$ cat src/rtl/spi_rd_pkg.sv
// Shared constants, state type and command builder for the SPI register-read
// master. Assumes 32-bit words and a 4-bit register index.
package spi_rd_pkg;
    localparam int unsigned WORD_W     = 32;
    localparam int unsigned IDX_W      = 4;
    localparam logic [3:0]  READ_OP    = 4'hE;
    localparam int unsigned STATUS_IDX = 8;
    localparam int unsigned LOCK_BIT   = 6;
    localparam int unsigned AWAKE_BIT  = 7;
    localparam int unsigned ACT_LSB    = 25;
    localparam int unsigned ACT_W      = 3;

    typedef enum logic [2:0] {
        ST_PWRUP,
        ST_IDLE,
        ST_CMD,
        ST_HOLD,
        ST_RDBK
    } rd_state_e;

    // Read command: opcode nibble low, index nibble above it, zeros elsewhere.
    function automatic logic [WORD_W-1:0] build_read_cmd(input logic [IDX_W-1:0] idx);
        logic [WORD_W-1:0] w;
        w      = '0;
        w[3:0] = READ_OP;
        w[7:4] = idx;
        return w;
    endfunction
endpackage

$ cat src/rtl/spi_rd_pacer.sv
// Half-period timer for the serial clock. While run is high it counts
// system clocks and flags the last cycle of every half period.
// Assumes half_len is nonzero and stable while run is high.
module spi_rd_pacer #(
    parameter int DIV_W = 16
) (
    input  logic             clk,
    input  logic             rst_n,
    input  logic             run,
    input  logic [DIV_W-1:0] half_len,
    output logic             half_end
);
    logic [DIV_W-1:0] cnt_q;

    assign half_end = run && (cnt_q == half_len - DIV_W'(1));

    // Count within the current half period; clear when idle or at its end.
    always_ff @(posedge clk) begin
        if (!rst_n || !run) begin
            cnt_q <= '0;
        end else if (half_end) begin
            cnt_q <= '0;
        end else begin
            cnt_q <= cnt_q + DIV_W'(1);
        end
    end


    cnt_in_range_chk: assert property (@(posedge clk) disable iff (!rst_n)
        run |-> (cnt_q < half_len));
endmodule

$ cat src/rtl/spi_rd_serializer.sv
// Bit engine: drives the serial clock from half-period ticks, shifts the
// loaded word out LSB first on falling edges and shifts received bits in
// on rising edges (LSB first). Assumes W is a power of two.
module spi_rd_serializer #(
    parameter int W = 32
) (
    input  logic         clk,
    input  logic         rst_n,
    input  logic         load,
    input  logic [W-1:0] load_word,
    input  logic         half_end,
    input  logic         rx_en,
    input  logic         miso,
    output logic         sclk,
    output logic         mosi,
    output logic         last_fall,
    output logic [W-1:0] rx_word
);
    localparam int CW = $clog2(W);

    logic [W-1:0]  tx_q;
    logic [W-1:0]  rx_q;
    logic [CW-1:0] bit_q;
    logic          sclk_q;
    logic          rise;
    logic          fall;

    assign rise      = half_end && !sclk_q;
    assign fall      = half_end && sclk_q;
    assign last_fall = fall && (bit_q == CW'(W - 1));
    assign sclk      = sclk_q;
    assign mosi      = tx_q[0];
    assign rx_word   = rx_q;

    // Outgoing shifter: load a command, advance one bit per falling edge.
    always_ff @(posedge clk) begin
        if (!rst_n) begin
            tx_q <= '0;
        end else if (load) begin
            tx_q <= load_word;
        end else if (fall) begin
            tx_q <= tx_q >> 1;
        end
    end

    // Serial clock level and count of completed bit periods.
    always_ff @(posedge clk) begin
        if (!rst_n) begin
            sclk_q <= 1'b0;
            bit_q  <= '0;
        end else if (load) begin
            sclk_q <= 1'b0;
            bit_q  <= '0;
        end else if (rise) begin
            sclk_q <= 1'b1;
        end else if (fall) begin
            sclk_q <= 1'b0;
            bit_q  <= bit_q + CW'(1);
        end
    end

    // Incoming shifter: first sampled bit ends in position 0.
    always_ff @(posedge clk) begin
        if (!rst_n) begin
            rx_q <= '0;
        end else if (rise && rx_en) begin
            rx_q <= {miso, rx_q[W-1:1]};
        end
    end


    rx_only_on_rise_chk: assert property (@(posedge clk) disable iff (!rst_n)
        !(rise && rx_en) |=> $stable(rx_q));
endmodule

$ cat src/rtl/spi_rd_status_decode.sv
// Holds the flags of the read-only status word. Loads them when capture is
// high and otherwise keeps the last decoded values.
module spi_rd_status_decode
    import spi_rd_pkg::*;
#(
    parameter int W = WORD_W
) (
    input  logic             clk,
    input  logic             rst_n,
    input  logic             capture,
    input  logic [W-1:0]     word,
    output logic             lock,
    output logic             awake,
    output logic [ACT_W-1:0] activity
);
    // Latch the flag fields from a completed status read.
    always_ff @(posedge clk) begin
        if (!rst_n) begin
            lock     <= 1'b0;
            awake    <= 1'b0;
            activity <= '0;
        end else if (capture) begin
            lock     <= word[LOCK_BIT];
            awake    <= word[AWAKE_BIT];
            activity <= word[ACT_LSB +: ACT_W];
        end
    end


    status_hold_chk: assert property (@(posedge clk) disable iff (!rst_n)
        !capture |=> ($stable(activity) && $stable(lock) && $stable(awake)));

    status_load_chk: assert property (@(posedge clk) disable iff (!rst_n)
        capture |=> (activity == $past(word[ACT_LSB +: ACT_W])));
endmodule

$ cat src/rtl/spi_regread_ctrl.sv
// SPI register-read master. Sequences power-up hold, command shift, latch
// hold and readback; returns the word with a one-cycle done strobe. Assumes
// PWRUP_CYCLES >= 1; zero divider or hold inputs are treated as one.
module spi_regread_ctrl
    import spi_rd_pkg::*;
#(
    parameter int DIV_W        = 16,
    parameter int HOLD_W       = 16,
    parameter int PWRUP_CYCLES = 16
) (
    input  logic              clk,
    input  logic              rst_n,
    input  logic              req_valid,
    input  logic [IDX_W-1:0]  req_index,
    input  logic [DIV_W-1:0]  sclk_half_div,
    input  logic [HOLD_W-1:0] le_hold_cycles,
    output logic              spi_sclk,
    output logic              spi_mosi,
    input  logic              spi_miso,
    output logic              spi_le,
    output logic              busy,
    output logic              done,
    output logic [WORD_W-1:0] rd_data,
    output logic              stat_pll_lock,
    output logic              stat_awake,
    output logic [ACT_W-1:0]  stat_activity
);
    localparam int PW_W = $clog2(PWRUP_CYCLES + 1);

    rd_state_e         state_q;
    logic [PW_W-1:0]   pw_cnt_q;
    logic [HOLD_W-1:0] hold_cnt_q;
    logic [HOLD_W-1:0] hold_q;
    logic [DIV_W-1:0]  div_q;
    logic [IDX_W-1:0]  idx_q;
    logic              le_q;
    logic              done_q;
    logic [WORD_W-1:0] rd_q;

    logic              accept;
    logic              run;
    logic              half_end;
    logic              last_fall;
    logic [WORD_W-1:0] rx_word;
    logic              stat_capture;

    assign accept       = (state_q == ST_IDLE) && req_valid;
    assign run          = (state_q == ST_CMD) || (state_q == ST_RDBK);
    assign stat_capture = (state_q == ST_RDBK) && last_fall && (idx_q == IDX_W'(STATUS_IDX));

    assign spi_le  = le_q;
    assign busy    = (state_q != ST_IDLE);
    assign done    = done_q;
    assign rd_data = rd_q;

    spi_rd_pacer #(.DIV_W(DIV_W)) u_pacer (
        .clk      (clk),
        .rst_n    (rst_n),
        .run      (run),
        .half_len (div_q),
        .half_end (half_end)
    );

    spi_rd_serializer #(.W(WORD_W)) u_ser (
        .clk       (clk),
        .rst_n     (rst_n),
        .load      (accept),
        .load_word (build_read_cmd(req_index)),
        .half_end  (half_end),
        .rx_en     (state_q == ST_RDBK),
        .miso      (spi_miso),
        .sclk      (spi_sclk),
        .mosi      (spi_mosi),
        .last_fall (last_fall),
        .rx_word   (rx_word)
    );

    spi_rd_status_decode #(.W(WORD_W)) u_stat (
        .clk      (clk),
        .rst_n    (rst_n),
        .capture  (stat_capture),
        .word     (rx_word),
        .lock     (stat_pll_lock),
        .awake    (stat_awake),
        .activity (stat_activity)
    );

    // Transaction sequencer: power-up window, command, hold, readback.
    always_ff @(posedge clk) begin
        if (!rst_n) begin
            state_q    <= ST_PWRUP;
            pw_cnt_q   <= '0;
            hold_cnt_q <= '0;
            hold_q     <= HOLD_W'(1);
            div_q      <= DIV_W'(1);
            idx_q      <= '0;
            le_q       <= 1'b1;
            done_q     <= 1'b0;
            rd_q       <= '0;
        end else begin
            done_q <= 1'b0;
            case (state_q)
                ST_PWRUP: begin
                    if (pw_cnt_q == PW_W'(PWRUP_CYCLES - 1)) begin
                        state_q <= ST_IDLE;
                    end else begin
                        pw_cnt_q <= pw_cnt_q + PW_W'(1);
                    end
                end
                ST_IDLE: begin
                    if (req_valid) begin
                        state_q <= ST_CMD;
                        le_q    <= 1'b0;
                        idx_q   <= req_index;
                        div_q   <= (sclk_half_div == '0) ? DIV_W'(1) : sclk_half_div;
                        hold_q  <= (le_hold_cycles == '0) ? HOLD_W'(1) : le_hold_cycles;
                    end
                end
                ST_CMD: begin
                    if (last_fall) begin
                        state_q    <= ST_HOLD;
                        le_q       <= 1'b1;
                        hold_cnt_q <= '0;
                    end
                end
                ST_HOLD: begin
                    if (hold_cnt_q == hold_q - HOLD_W'(1)) begin
                        state_q <= ST_RDBK;
                        le_q    <= 1'b0;
                    end else begin
                        hold_cnt_q <= hold_cnt_q + HOLD_W'(1);
                    end
                end
                ST_RDBK: begin
                    if (last_fall) begin
                        state_q <= ST_IDLE;
                        le_q    <= 1'b1;
                        done_q  <= 1'b1;
                        rd_q    <= rx_word;
                    end
                end
                default: state_q <= ST_IDLE;
            endcase
        end
    end


    le_low_while_clocking_chk: assert property (@(posedge clk) disable iff (!rst_n)
        spi_sclk |-> !spi_le);

    mosi_steady_at_rise_chk: assert property (@(posedge clk) disable iff (!rst_n)
        $rose(spi_sclk) |-> $stable(spi_mosi));

    done_single_chk: assert property (@(posedge clk) disable iff (!rst_n)
        done |=> !done);

    done_frame_chk: assert property (@(posedge clk) disable iff (!rst_n)
        done |-> (spi_le && !busy));

    busy_covers_le_chk: assert property (@(posedge clk) disable iff (!rst_n)
        !spi_le |-> busy);
endmodule

$ cat config.mk
export PLATFORM = sky130hd
export DESIGN_NAME = spi_regread_ctrl
export DESIGN_NICKNAME = d
export VERILOG_FILES = /design/src/rtl/spi_rd_pkg.sv /design/src/rtl/spi_rd_pacer.sv /design/src/rtl/spi_rd_serializer.sv /design/src/rtl/spi_rd_status_decode.sv /design/src/rtl/spi_regread_ctrl.sv
export SDC_FILE = /design/constraint.sdc
export NUM_CORES = 1
export LEC_CHECK = 0
export BUFFER_PORTS_ARGS = -buffer_cell sky130_fd_sc_hd__buf_2
export CORE_MARGIN = 10
export CORE_UTILIZATION = 45
export CTS_CLUSTER_DIAMETER = 80
export DETAILED_ROUTE_END_ITERATION = 10
export PLACE_DENSITY_LB_ADDON = 0.1
export RECOVER_POWER = 25
export SETUP_SLACK_MARGIN = 0.5
export SYNTH_ARGS = -nofsm -noshare
export SYNTH_HDL_FRONTEND = slang
export SYNTH_SLANG_ARGS = --single-unit
$ cat constraint.sdc
create_clock -name clk -period 7.16 [get_ports clk]
set_input_delay 0.716 -clock clk [delete_from_list [all_inputs] [get_ports clk]]
set_output_delay 0.716 -clock clk [all_outputs]
set_load 0.01 [all_outputs]
# Word level (Yosys, flattened, before mapping)
# Cells that the tools add are included.
# classes
add_sub_neg	6
n_eq_ne	17
n_mux	20
bitwise_logic	3
n_reduce_logical	31
# op_table
operator	n
two-way mux 16 bit	4
adder 16 x 1 -> 16 bit, second input constant	2
== test 16 bit	2
logical NOT 16 bit	2
case mux 16 bit (2 select lines)	1
subtractor 16 x 1 -> 16 bit, second input constant	2
two-way mux 8 bit	2
two-way mux 3 bit	5
case mux 3 bit (5 select lines)	1
inequality test 2 bit, second input constant	6
adder 5 x 1 -> 5 bit, second input constant	2
AND reduction 2 bit	5
logical AND 1 bit	8
== test 3 x 2 -> 1 bit, second input constant	2
two-way mux 1 bit	6
nonzero test 2 bit	3
OR reduction 2 bit	3
== test 5 x 4 -> 1 bit, second input constant	1
== test 5 bit, second input constant	1
AND reduction 5 bit	1
== test 4 bit, second input constant	1
AND reduction 4 bit	1
== test 3 x 1 -> 1 bit, second input constant	1
== test 3 bit, second input constant	1
9 further kinds	14
# word_totals
regBits	161
inputBits	40
output_inout_bits	42
wordCells	95

# Longest topological paths before layout
# Gate-level depths: netlist (run 1).
# depth
word_depth	7
depth_mapped	13
mapped_depth_nobuf	10

# Modules after synthesis
# A second synthesis (run 1) with hierarchy kept.
# unflattened
cells_unflattened	1021
hier_area_um2	8861.0
# by_module_without_submodules
module	n_inst	cells_per_inst	area_each_um2	seq_area_each_um2
spi_regread_ctrl	1	539	4489.3	1881.8
spi_rd_serializer	1	313	2932.8	1401.3
spi_rd_pacer	1	153	1246.2	320.3
spi_rd_status_decode	1	16	192.7	100.1

# Worst setup path before layout (run 1)
# OpenSTA, ideal clock, no wires.
# synth_timing
path_type	reg2reg
startpoint	register div_q[0]
endpoint	register rd_q[25] (netlist: rd_data[25])
setup_ns	0.072
t_arrival_ns	3.003
required_time_ns	7.088
setup_slack_ns	4.085
path_stages_with_launch	13
path_buffers	2
period_less_slack_ns	3.075
path_cell_list	dfxtp_1 -> inv_1 -> ha_1 -> or3b_2 -> clkbuf_1 -> o41ai_1 -> o32ai_1 -> o21a_1 -> nand3b_4 -> or2_4 -> nor3_4 -> buf_8 -> mux2i_1
# synth_between
elab_chain_len	6
# synth_lines
element	line_no	source
start: declaration	spi_regread_ctrl.sv:34	logic [DIV_W-1:0] div_q;
start signal: assignment	spi_regread_ctrl.sv:115	div_q <= (sclk_half_div == '0) ? DIV_W'(1) : sclk_half_div;
subtractor 16 x 1 -> 16 bit	spi_rd_pacer.sv:15	assign half_end = run && (cnt_q == half_len - DIV_W'(1));
== test 16 bit	spi_rd_pacer.sv:15	
logical AND 1 bit	spi_rd_pacer.sv:15	
logical AND 1 bit	spi_rd_serializer.sv:29	assign fall = half_end && sclk_q;
logical AND 1 bit	spi_rd_serializer.sv:30	assign last_fall = fall && (bit_q == CW'(W - 1));
AND reduction 2 bit (no source line)	-	
end signal: assignment	spi_regread_ctrl.sv:139	rd_q <= rx_word;
end: declaration	spi_regread_ctrl.sv:38	logic [WORD_W-1:0] rd_q;
# Every way passes these cells.
# A chain may end at the register's enable or synchronous reset.

# Worst setup path in the final report (run 1)
# layout_timing
startpoint	input port rst_n
endpoint	register u_pacer.cnt_q[10]
# layout_between
elab_chain_len	3
# layout_lines
element	line_no	source
start: declaration	spi_regread_ctrl.sv:12	input logic rst_n,
logical NOT 1 bit	-	
logical OR 1 bit	spi_rd_pacer.sv:19	if (!rst_n || !run) begin
OR reduction 2 bit (no source line)	-	
end signal: assignment	spi_rd_pacer.sv:24	cnt_q <= cnt_q + DIV_W'(1);
end: declaration	spi_rd_pacer.sv:13	logic [DIV_W-1:0] cnt_q;
# Every way passes these cells.

==> impl_metrics.ini, run 1 <==
[logic_synthesis]
async_flop_share_pct = 0
ys_types = 61
seq_area_frac_synth_pct = 42.4
synthCells = 926
synth_top_flop_cell = dfxtp_1
yosys.area.top_type = dfxtp_1
synth.cell_area_um2 = 7600
synth_fp_nets = 974
synth_area_leaders = dfxtp_1 42%, nand2_1 11%, mux2i_1 6.2%, a21oi_1 5.1%, xnor2_1 4.0%
avgSynthCellArea_um2 = 8.21
synth_edf_count = 0
synth.top_cell.area_share_pct = 42.4
synth-seq-cells = 161
yosysWarnings = 0

[placement]
globalplace.congestion = 0.808
portBuffers = 81
dp.cells = 1174
hpwl_um = 12300

[timing]
slew_viol_final = 86
fin_crit_sh_pct = 67.6
fmax_ghz = 0.207
hold_violations = 0
finalSetupTns_ns = 0
tightest_slew_ns = 3.57
rsz0062_at_grt = no
setup_viol = 0
relSlewSlack_pct = -138
finalClockSkew_ns = 0.0141
min_period_ns = 4.84

[job]
drv_cap = 1

[global_route]
grt_max_degree = 86
grt_pass1_wl_um = 30000
antenna_found_initial = 0
groute.usage.overall_pct = 16.2
overflow = 0
grt_pass1_vias = 5906

[clock_network]
cts-root-buf = clkbuf_16
postCtsSetupRepairBufs = 0
path_clk_slew_ns = 0.07
postCtsResizedCells = 0
cts_sinks = 161
cts_hold_buf = 0
cts_made_buffers = 17
clockBufferDepth = 2
insertion_delay_ns = 0.43
h-tree-depth = 4
cts_tree = built

[cells_and_area]
utilization_pct = 52.0
final_common_cell = nand2_1
seqCellArea_um2 = 3220
area_growth_pct = 13.5
n_fill_cell = 1619
fin_cells = 1206
final_cell_mix = 230 x nand2_1, 161 x dfxtp_1, 77 x a21oi_1, 51 x nor2_1, 47 x mux2i_1
drive_gt1_share_pct = 9.23
multiInputGateArea_um2 = 4040
diodes = 0
layout.nets = 1021

[worst_setup_path]
required_ns = 7.50
cp.arrival_ns = 5.17
cp_max_fo = 85
criticalPathCategory = input pin to flip-flop
worst_setup_path_end_kind = flip-flop
cp-start-kind = input pin
rrSetupSlack_ns = 3.44

[drt]
first_pass_iters = 5
ant_nets = 0
drt_iter0_markers = 394
drt-met1-wl_um = 9010
wl_met3_um = 1000
wl_met2_um = 7890
vias = 6388
via_per_inst = 5.30
highest_layer = met4
wire_per_inst_um = 15.0
drt_wl_total_um = 18000
drc = 0

[hold_path]
hold_class = flip-flop to flip-flop

[die]
die-area_um2 = 22500
core_um2 = 16600
io_pins = 82
start_util_pct = 45.8
rows = 47
die_height_um = 150
die_w_um = 150

[pwr]
vdd_drop_max_mv = 0.175
power-per-cell-area_nw_per_um2 = 216
leakage_nw = 3.02

[outcome]
status = complete, but fails checks
violations = max-capacitance violations, max-slew violations
[cell type report]
type	instances	share of cell area [%]
multi-input combinational	687	46.8
sequential	161	37.4
clock buffer	17	4.93
timing repair buffer	88	4.67
tap	220	3.19
clock inverter	15	2.23
inverter	18	0.783
[kinds of logic after synthesis]
group	share of synthesized area, %
DFF	42.4
buffers and inverters	4.59
muxes	6.19
and+or+nand+nor	25.6
adders and majority gates	1.32
AOI/OAI and AO/OA	12.9
xor gates and xnor gates	7.03
[registers in the layout, indices dropped and copies added (netlist names)]
signal / flops
spi_le: 1
rd_data: 32
div_q: 16
done: 1
u_ser.rx_word: 32
pw_cnt_q: 5
u_ser.sclk: 1
u_stat.activity: 3
u_ser.tx_q: 8
hold_q: 16
hold_cnt_q: 16
u_stat.awake: 1
idx_q: 4
state_q: 3
u_stat.lock: 1
u_pacer.cnt_q: 16
u_ser.bit_q: 5
[power breakdown]
| part | internal (mW) | switching (mW) | total [mW] |
|---|---|---|---|
| sequential | 0.896 | 0.00124 | 0.898 |
| combinational | 0.0119 | 0.0269 | 0.0388 |
| clock | 0.504 | 0.426 | 0.930 |
| total | 1.41 | 0.454 | 1.87 |
[final timing paths]
kind | start | endpoint | cells past startpoint
max | rst_n | u_pacer.cnt_q[10] | 4
min | u_ser.rx_word[0] | u_ser.rx_word[0] | 2
max reg2reg | div_q[0] | hold_cnt_q[7] | 10
min reg2reg | u_ser.rx_word[0] | u_ser.rx_word[0] | 2
[critical path, stage by stage]
cell	delay [ns]
buf_2	0.07
clkbuf_1	2.49
nand3_1	1.53
nor2_1	0.34
[layer usage]
| metal | up-vias | GRT usage [%] |
|---|---|---|
| met1 | 2950 | 21.7 |
| met3 | 7 | 5.01 |
| li1 | 3308 | - |
| met2 | 123 | 24.9 |
| met5 | - | 0 |
| met4 | 0 | 4.03 |
[cells in the mapped netlist (3+ instances only)]
library cell / number
o31ai_1: 3
nor4b_1: 4
or3_1: 4
nand4_1: 15
a22o_1: 11
buf_8: 3
xor2_1: 26
mux2i_1: 47
nor4_1: 19
and2_1: 3
dfxtp_1: 161
xnor2_1: 35
ha_1: 8
a2111o_1: 6
and3_1: 12
or4_1: 10
o21ai_0: 9
nor3_1: 19
a21oi_1: 77
nand3_1: 30
a21o_1: 4
clkbuf_1: 41
o2111ai_1: 5
nor2_1: 51
inv_1: 18
nand2b_1: 7
buf_2: 11
o221ai_1: 3
buf_1: 3
nand2_1: 230
o211ai_1: 4
o41ai_1: 3
a211oi_1: 4
[through the flow]
stage          area (um2)  power (mW)  setup WS, ns  hold WS (ns)
4_1_cts              8680        1.89          3.45         0.459
6_report             8620        1.87          2.32         0.454
2_1_floorplan        7600       0.938          4.08         0.432
3_3_place_gp         8060       0.958          3.53         0.440
3_5_place_dp         8060       0.957          3.50         0.443
5_1_grt              8620        1.93          1.75         0.470
Note: power is estimated with default switching activity, not from simulation.
==> run 2, diff against run 1 <==
clock period = 4.7 ns   (was 7.16 ns; I/O delays follow)
==> run 2 against run 1 <==
Against the previous run: critical path depth up 4; sequential share of layout area up 0.098 points; setup slack worse by 1.3 ns; global-route usage about the same; utilization down 0.14 points; via count up 0.78%; critical path type is now flip-flop to flip-flop; hold slack worse by 0.17 ns; total power up 49%; largest cell class unchanged; first-iteration DRC count up 17%; non-clock buffer count up 2; the flow still finishes with violations (max-capacitance violations, max-slew violations).
==> impl_metrics.ini, run 2 (synthesis results as in run 1) <==
[worst_setup_path]
rr_startpoint = div_q[0]
path_depth = 8
crit_end = u_ser.rx_word[20]
criticalPathCategory = flip-flop to flip-flop
rr_endpoint = u_ser.rx_word[20]
crit_chain = or4_1 > nor4_1 > xnor2_1 > nor4_1 > o21ai_1 > or4_1 > nand2_1 > a21oi_1
cpLargestDelayFamily = simple AND/OR/NAND/NOR gates
cp_max_fo = 32
reg2reg_depth = 8
worstSetupStartpoint = div_q[0]
cp_slowest_stage_delay_ns = 1.03
required_ns = 4.97
worst_setup_path_end_kind = flip-flop
cp-start-kind = flip-flop
timing.critical_path.buf_inv = 0
cp.arrival_ns = 3.98
critical-path-slowest-cell = or4_1
rrSetupSlack_ns = 0.99

[timing]
finalSetupTns_ns = 0
fmax_ghz = 0.270
min_period_ns = 3.71
relSlewSlack_pct = -1.12
setup_viol = 0
slew_viol_final = 30
fin_crit_sh_pct = 78.9
finalClockSkew_ns = 0.0120
rsz0062_at_grt = no
hold_violations = 0
tightest_slew_ns = 1.52

[die]
rows = 47
die_height_um = 150
io_pins = 82
core_um2 = 16600
die_w_um = 150
die-area_um2 = 22500
start_util_pct = 45.8

[placement]
dp.cells = 1176
globalplace.congestion = 0.813
portBuffers = 81
hpwl_um = 12500

[outcome]
violations = max-capacitance violations, max-slew violations
status = complete, but fails checks

[global_route]
overflow = 0
grt_max_degree = 84
antenna_found_initial = 0
grt_pass1_wl_um = 30100
groute.usage.overall_pct = 16.2
grt_pass1_vias = 5992

[drt]
drt_wl_total_um = 18200
wire_per_inst_um = 15.1
first_pass_iters = 5
drc = 0
drt_iter0_markers = 460
vias = 6438
via_per_inst = 5.33
ant_nets = 0

[clock_network]
cts_hold_buf = 0
insertion_delay_ns = 0.43
clockBufferDepth = 2
cts_tree = built
cts-root-buf = clkbuf_16
postCtsSetupRepairBufs = 0
postCtsResizedCells = 0
cts_made_buffers = 17
cts_sinks = 161
path_clk_slew_ns = 0.06
h-tree-depth = 4

[pwr]
leakage_nw = 3.02
vdd_drop_max_mv = 0.228
power-per-cell-area_nw_per_um2 = 324

[cells_and_area]
utilization_pct = 51.9
n_fill_cell = 1657
layout.nets = 1023
area_growth_pct = 13.2
fin_cells = 1208
diodes = 0
multiInputGateArea_um2 = 4040
drive_gt1_share_pct = 9.31
seqCellArea_um2 = 3220
final_common_cell = nand2_1
final_cell_mix = 230 x nand2_1, 161 x dfxtp_1, 77 x a21oi_1, 51 x nor2_1, 47 x mux2i_1

[hold_path]
hold_class = input pin to flip-flop

[job]
drv_cap = 1
-- run 2: cell count changes in the layout (fill, tap and decap cells not counted) --
cell,previous run,this run
clkinv_2,0,2
clkbuf_1,42,43
clkinv_8,4,1
inv_8,4,3
buf_4,6,8
clkinv_4,3,4
-- run 2: metrics by stage --
step                hold slack [ns]  setup slack (ns)  power, mW  instance area [um2]
finish                        0.283             0.990       2.79                 8600
global route                  0.274             0.611       2.88                 8600
CTS                           0.271             0.969       2.82                 8660
detailed placement            0.444              1.02       1.46                 8080
global placement              0.446              1.17       1.46                 8080
floorplan                     0.432              1.62       1.43                 7600
-- run 2: worst min-delay path by stage --
stage                   to          startpoint  cells past startpoint
2_1_floorplan     idx_q[3]            idx_q[3]                      2
3_3_place_gp   rd_data[31]         rd_data[31]                      2
3_5_place_dp   rd_data[26]         rd_data[26]                      2
4_1_cts         hold_q[11]  le_hold_cycles[11]                      2
5_1_grt          hold_q[2]   le_hold_cycles[2]                      2
6_report         hold_q[4]   le_hold_cycles[4]                      2
-- run 2: worst register-to-register path: stages, from the launching register on --
cell and delay, ns:
dfxtp_1 0.36, or4_1 0.68, nor4_1 0.30, xnor2_1 0.18
nor4_1 0.37, o21ai_1 0.30, or4_1 1.03, nand2_1 0.25
a21oi_1 0.09
-- run 2: final cells by class --
class                   instances  share of cell area [%]
inverters                      18                   0.785
clock buffers                  18                    4.99
clock inverters                14                    1.76
repair buffers                 90                    4.86
well taps                     220                    3.20
multi-input cells             687                    46.9
flip-flops and latches        161                    37.5
-- run 2: per-layer routing --
layer	vias up	wire [um]	GRT usage [%]
li1	3301	-	-
met1	2991	8930	21.9
met2	128	7960	24.4
met3	18	1130	5.04
met4	0	194	4.23
met5	-	0	0
-- run 2: power breakdown --
group	leakage [nW]	switching, mW	internal [mW]
sequential	1.30	0.00188	1.37
clock	0.288	0.611	0.750
combinational	1.43	0.0417	0.0181
total	3.02	0.655	2.13
==> run 3, diff against run 2 <==
clock period = 3.9 ns   (was 4.7 ns; I/O delays follow)
==> run 3 against run 2 <==
Against the previous run: the run now ends clean; clock power grew 31%; via count rose by 1.2%; highest routed layer unchanged; register-to-register slack got worse by 0.28 ns; hold slack got worse by 0.090 ns; sequential power up 20%; sequential share of layout area fell by 0.79 points; cell count grew 0.66%; global-route usage rose by 0.17 points; wire length is 3.7% higher; critical path depth increased by 1.
==> impl_metrics.ini, run 3 (synthesis results as in run 1) <==
[outcome]
status = finished clean

[worst_setup_path]
reg2reg_depth = 9
crit_chain = or4_4 > or4_1 > a21o_1 > a21oi_4 > nand3b_4 > or2_4 > nor3_4 > buf_12 > mux2i_1
rr_startpoint = div_q[0]
worst_setup_path_end_kind = flip-flop
critical-path-slowest-cell = or4_4
rr_endpoint = rd_data[13]
cp_slowest_stage_delay_ns = 0.61
path_depth = 9
cp_max_fo = 16
crit_end = rd_data[13]
cpLargestDelayFamily = simple AND/OR/NAND/NOR gates
required_ns = 4.26
cp.arrival_ns = 3.55
rrSetupSlack_ns = 0.71
timing.critical_path.buf_inv = 1
cp-start-kind = flip-flop
criticalPathCategory = flip-flop to flip-flop
worstSetupStartpoint = div_q[0]

[timing]
fin_ws_ns = 0.709
tightest_slew_ns = 0.971
min_period_ns = 3.19
hold_violations = 0
setup_viol = 0
slew_viol_final = 0
relSlewSlack_pct = 34.6
fin_crit_sh_pct = 81.8
finalClockSkew_ns = 0.0193
finalSetupTns_ns = 0
fmax_ghz = 0.313
rsz0062_at_grt = no

[cells_and_area]
seqCellArea_um2 = 3220
final_common_cell = nand2_1
n_fill_cell = 1621
fin_area_um2 = 8790
area_growth_pct = 15.6
fin_cells = 1216
multiInputGateArea_um2 = 4090
utilization_pct = 53.0
diodes = 0
drive_gt1_share_pct = 10.9
final_cell_mix = 230 x nand2_1, 161 x dfxtp_1, 77 x a21oi_1, 51 x nor2_1, 47 x mux2i_1
layout.nets = 1031

[die]
die_w_um = 150
io_pins = 82
die_height_um = 150
rows = 47
die-area_um2 = 22500
start_util_pct = 45.8
core_um2 = 16600

[drt]
wire_per_inst_um = 15.5
drc = 0
drt_iter0_markers = 485
vias = 6518
ant_nets = 0
drt_wl_total_um = 18900
first_pass_iters = 5
via_per_inst = 5.36

[clock_network]
path_clk_slew_ns = 0.07
clockBufferDepth = 2
insertion_delay_ns = 0.44
cts_sinks = 161
cts-root-buf = clkbuf_16
cts_tree = built
cts_made_buffers = 17
h-tree-depth = 4

[job]
drv_cap = 0

[placement]
placed_area_um2 = 8130
globalplace.congestion = 0.869
dpl_worst_slack_ns = 0.546
dp.cells = 1181
portBuffers = 81
hpwl_um = 12800

[pwr]
vdd_drop_max_mv = 0.325
power-per-cell-area_nw_per_um2 = 398
leakage_nw = 3.09

[global_route]
antenna_found_initial = 0
grt_pass1_vias = 6009
grt_max_degree = 76
groute.usage.overall_pct = 16.4
grt_pass1_wl_um = 30300
overflow = 0

[hold_path]
hold_class = input pin to flip-flop
hp-start = le_hold_cycles[2]
-- run 3: worst register-to-register path: stages (launching register included) --
cell,delay (ns)
dfxtp_1,0.36
or4_4,0.61
or4_1,0.52
a21o_1,0.22
a21oi_4,0.20
nand3b_4,0.16
or2_4,0.29
nor3_4,0.29
buf_12,0.23
mux2i_1,0.23
-- run 3: power breakdown --
group / switching (mW) / internal (mW)
sequential: 0.00225 / 1.65
combinational: 0.0511 / 0.0231
clock: 0.746 / 1.03
-- run 3: layer usage --
| layer | up-vias | global-route usage [%] | part of all wire, % |
|---|---|---|---|
| met5 | - | 0 | 0 |
| met4 | 0 | 4.47 | 1.0 |
| met3 | 14 | 5.34 | 5.9 |
| met2 | 140 | 24.3 | 44 |
| met1 | 3042 | 22.2 | 49 |
| li1 | 3322 | - | - |
-- run 3: final cells by class --
cell class,instances,area share (%)
Tap cell,220,3.13
Multi-Input combinational cell,687,46.5
Timing Repair Buffer,98,5.82
Clock buffer,18,4.88
Inverter,18,0.769
Clock inverter,14,2.21
Sequential cell,161,36.7
-- run 3: worst min-delay path by stage --
stage | endpoint | slack, ns | cells after the start
after CTS | hold_q[2] | 0.18 | 2
after global routing | hold_q[11] | 0.19 | 2
after floorplan | idx_q[3] | 0.43 | 2
final | hold_q[2] | 0.19 | 2
after global placement | u_ser.rx_word[0] | 0.44 | 2
after detailed placement | u_ser.tx_q[0] | 0.45 | 2
-- run 3: metrics by stage --
step                      power [mW]  hold slack, ns
final                           3.50           0.194
after floorplan                 1.72           0.432
after CTS                       3.54           0.178
after global routing            3.62           0.186
after detailed placement        1.76           0.446
after global placement          1.76           0.441
-- run 3: timing repair --
item,in CTS,in global routing
buffers inserted,0,1
hold buffers,0,0
setup endpoints to repair,0,106
resized for setup,0,11
endpoints found under the hold margin,0,0
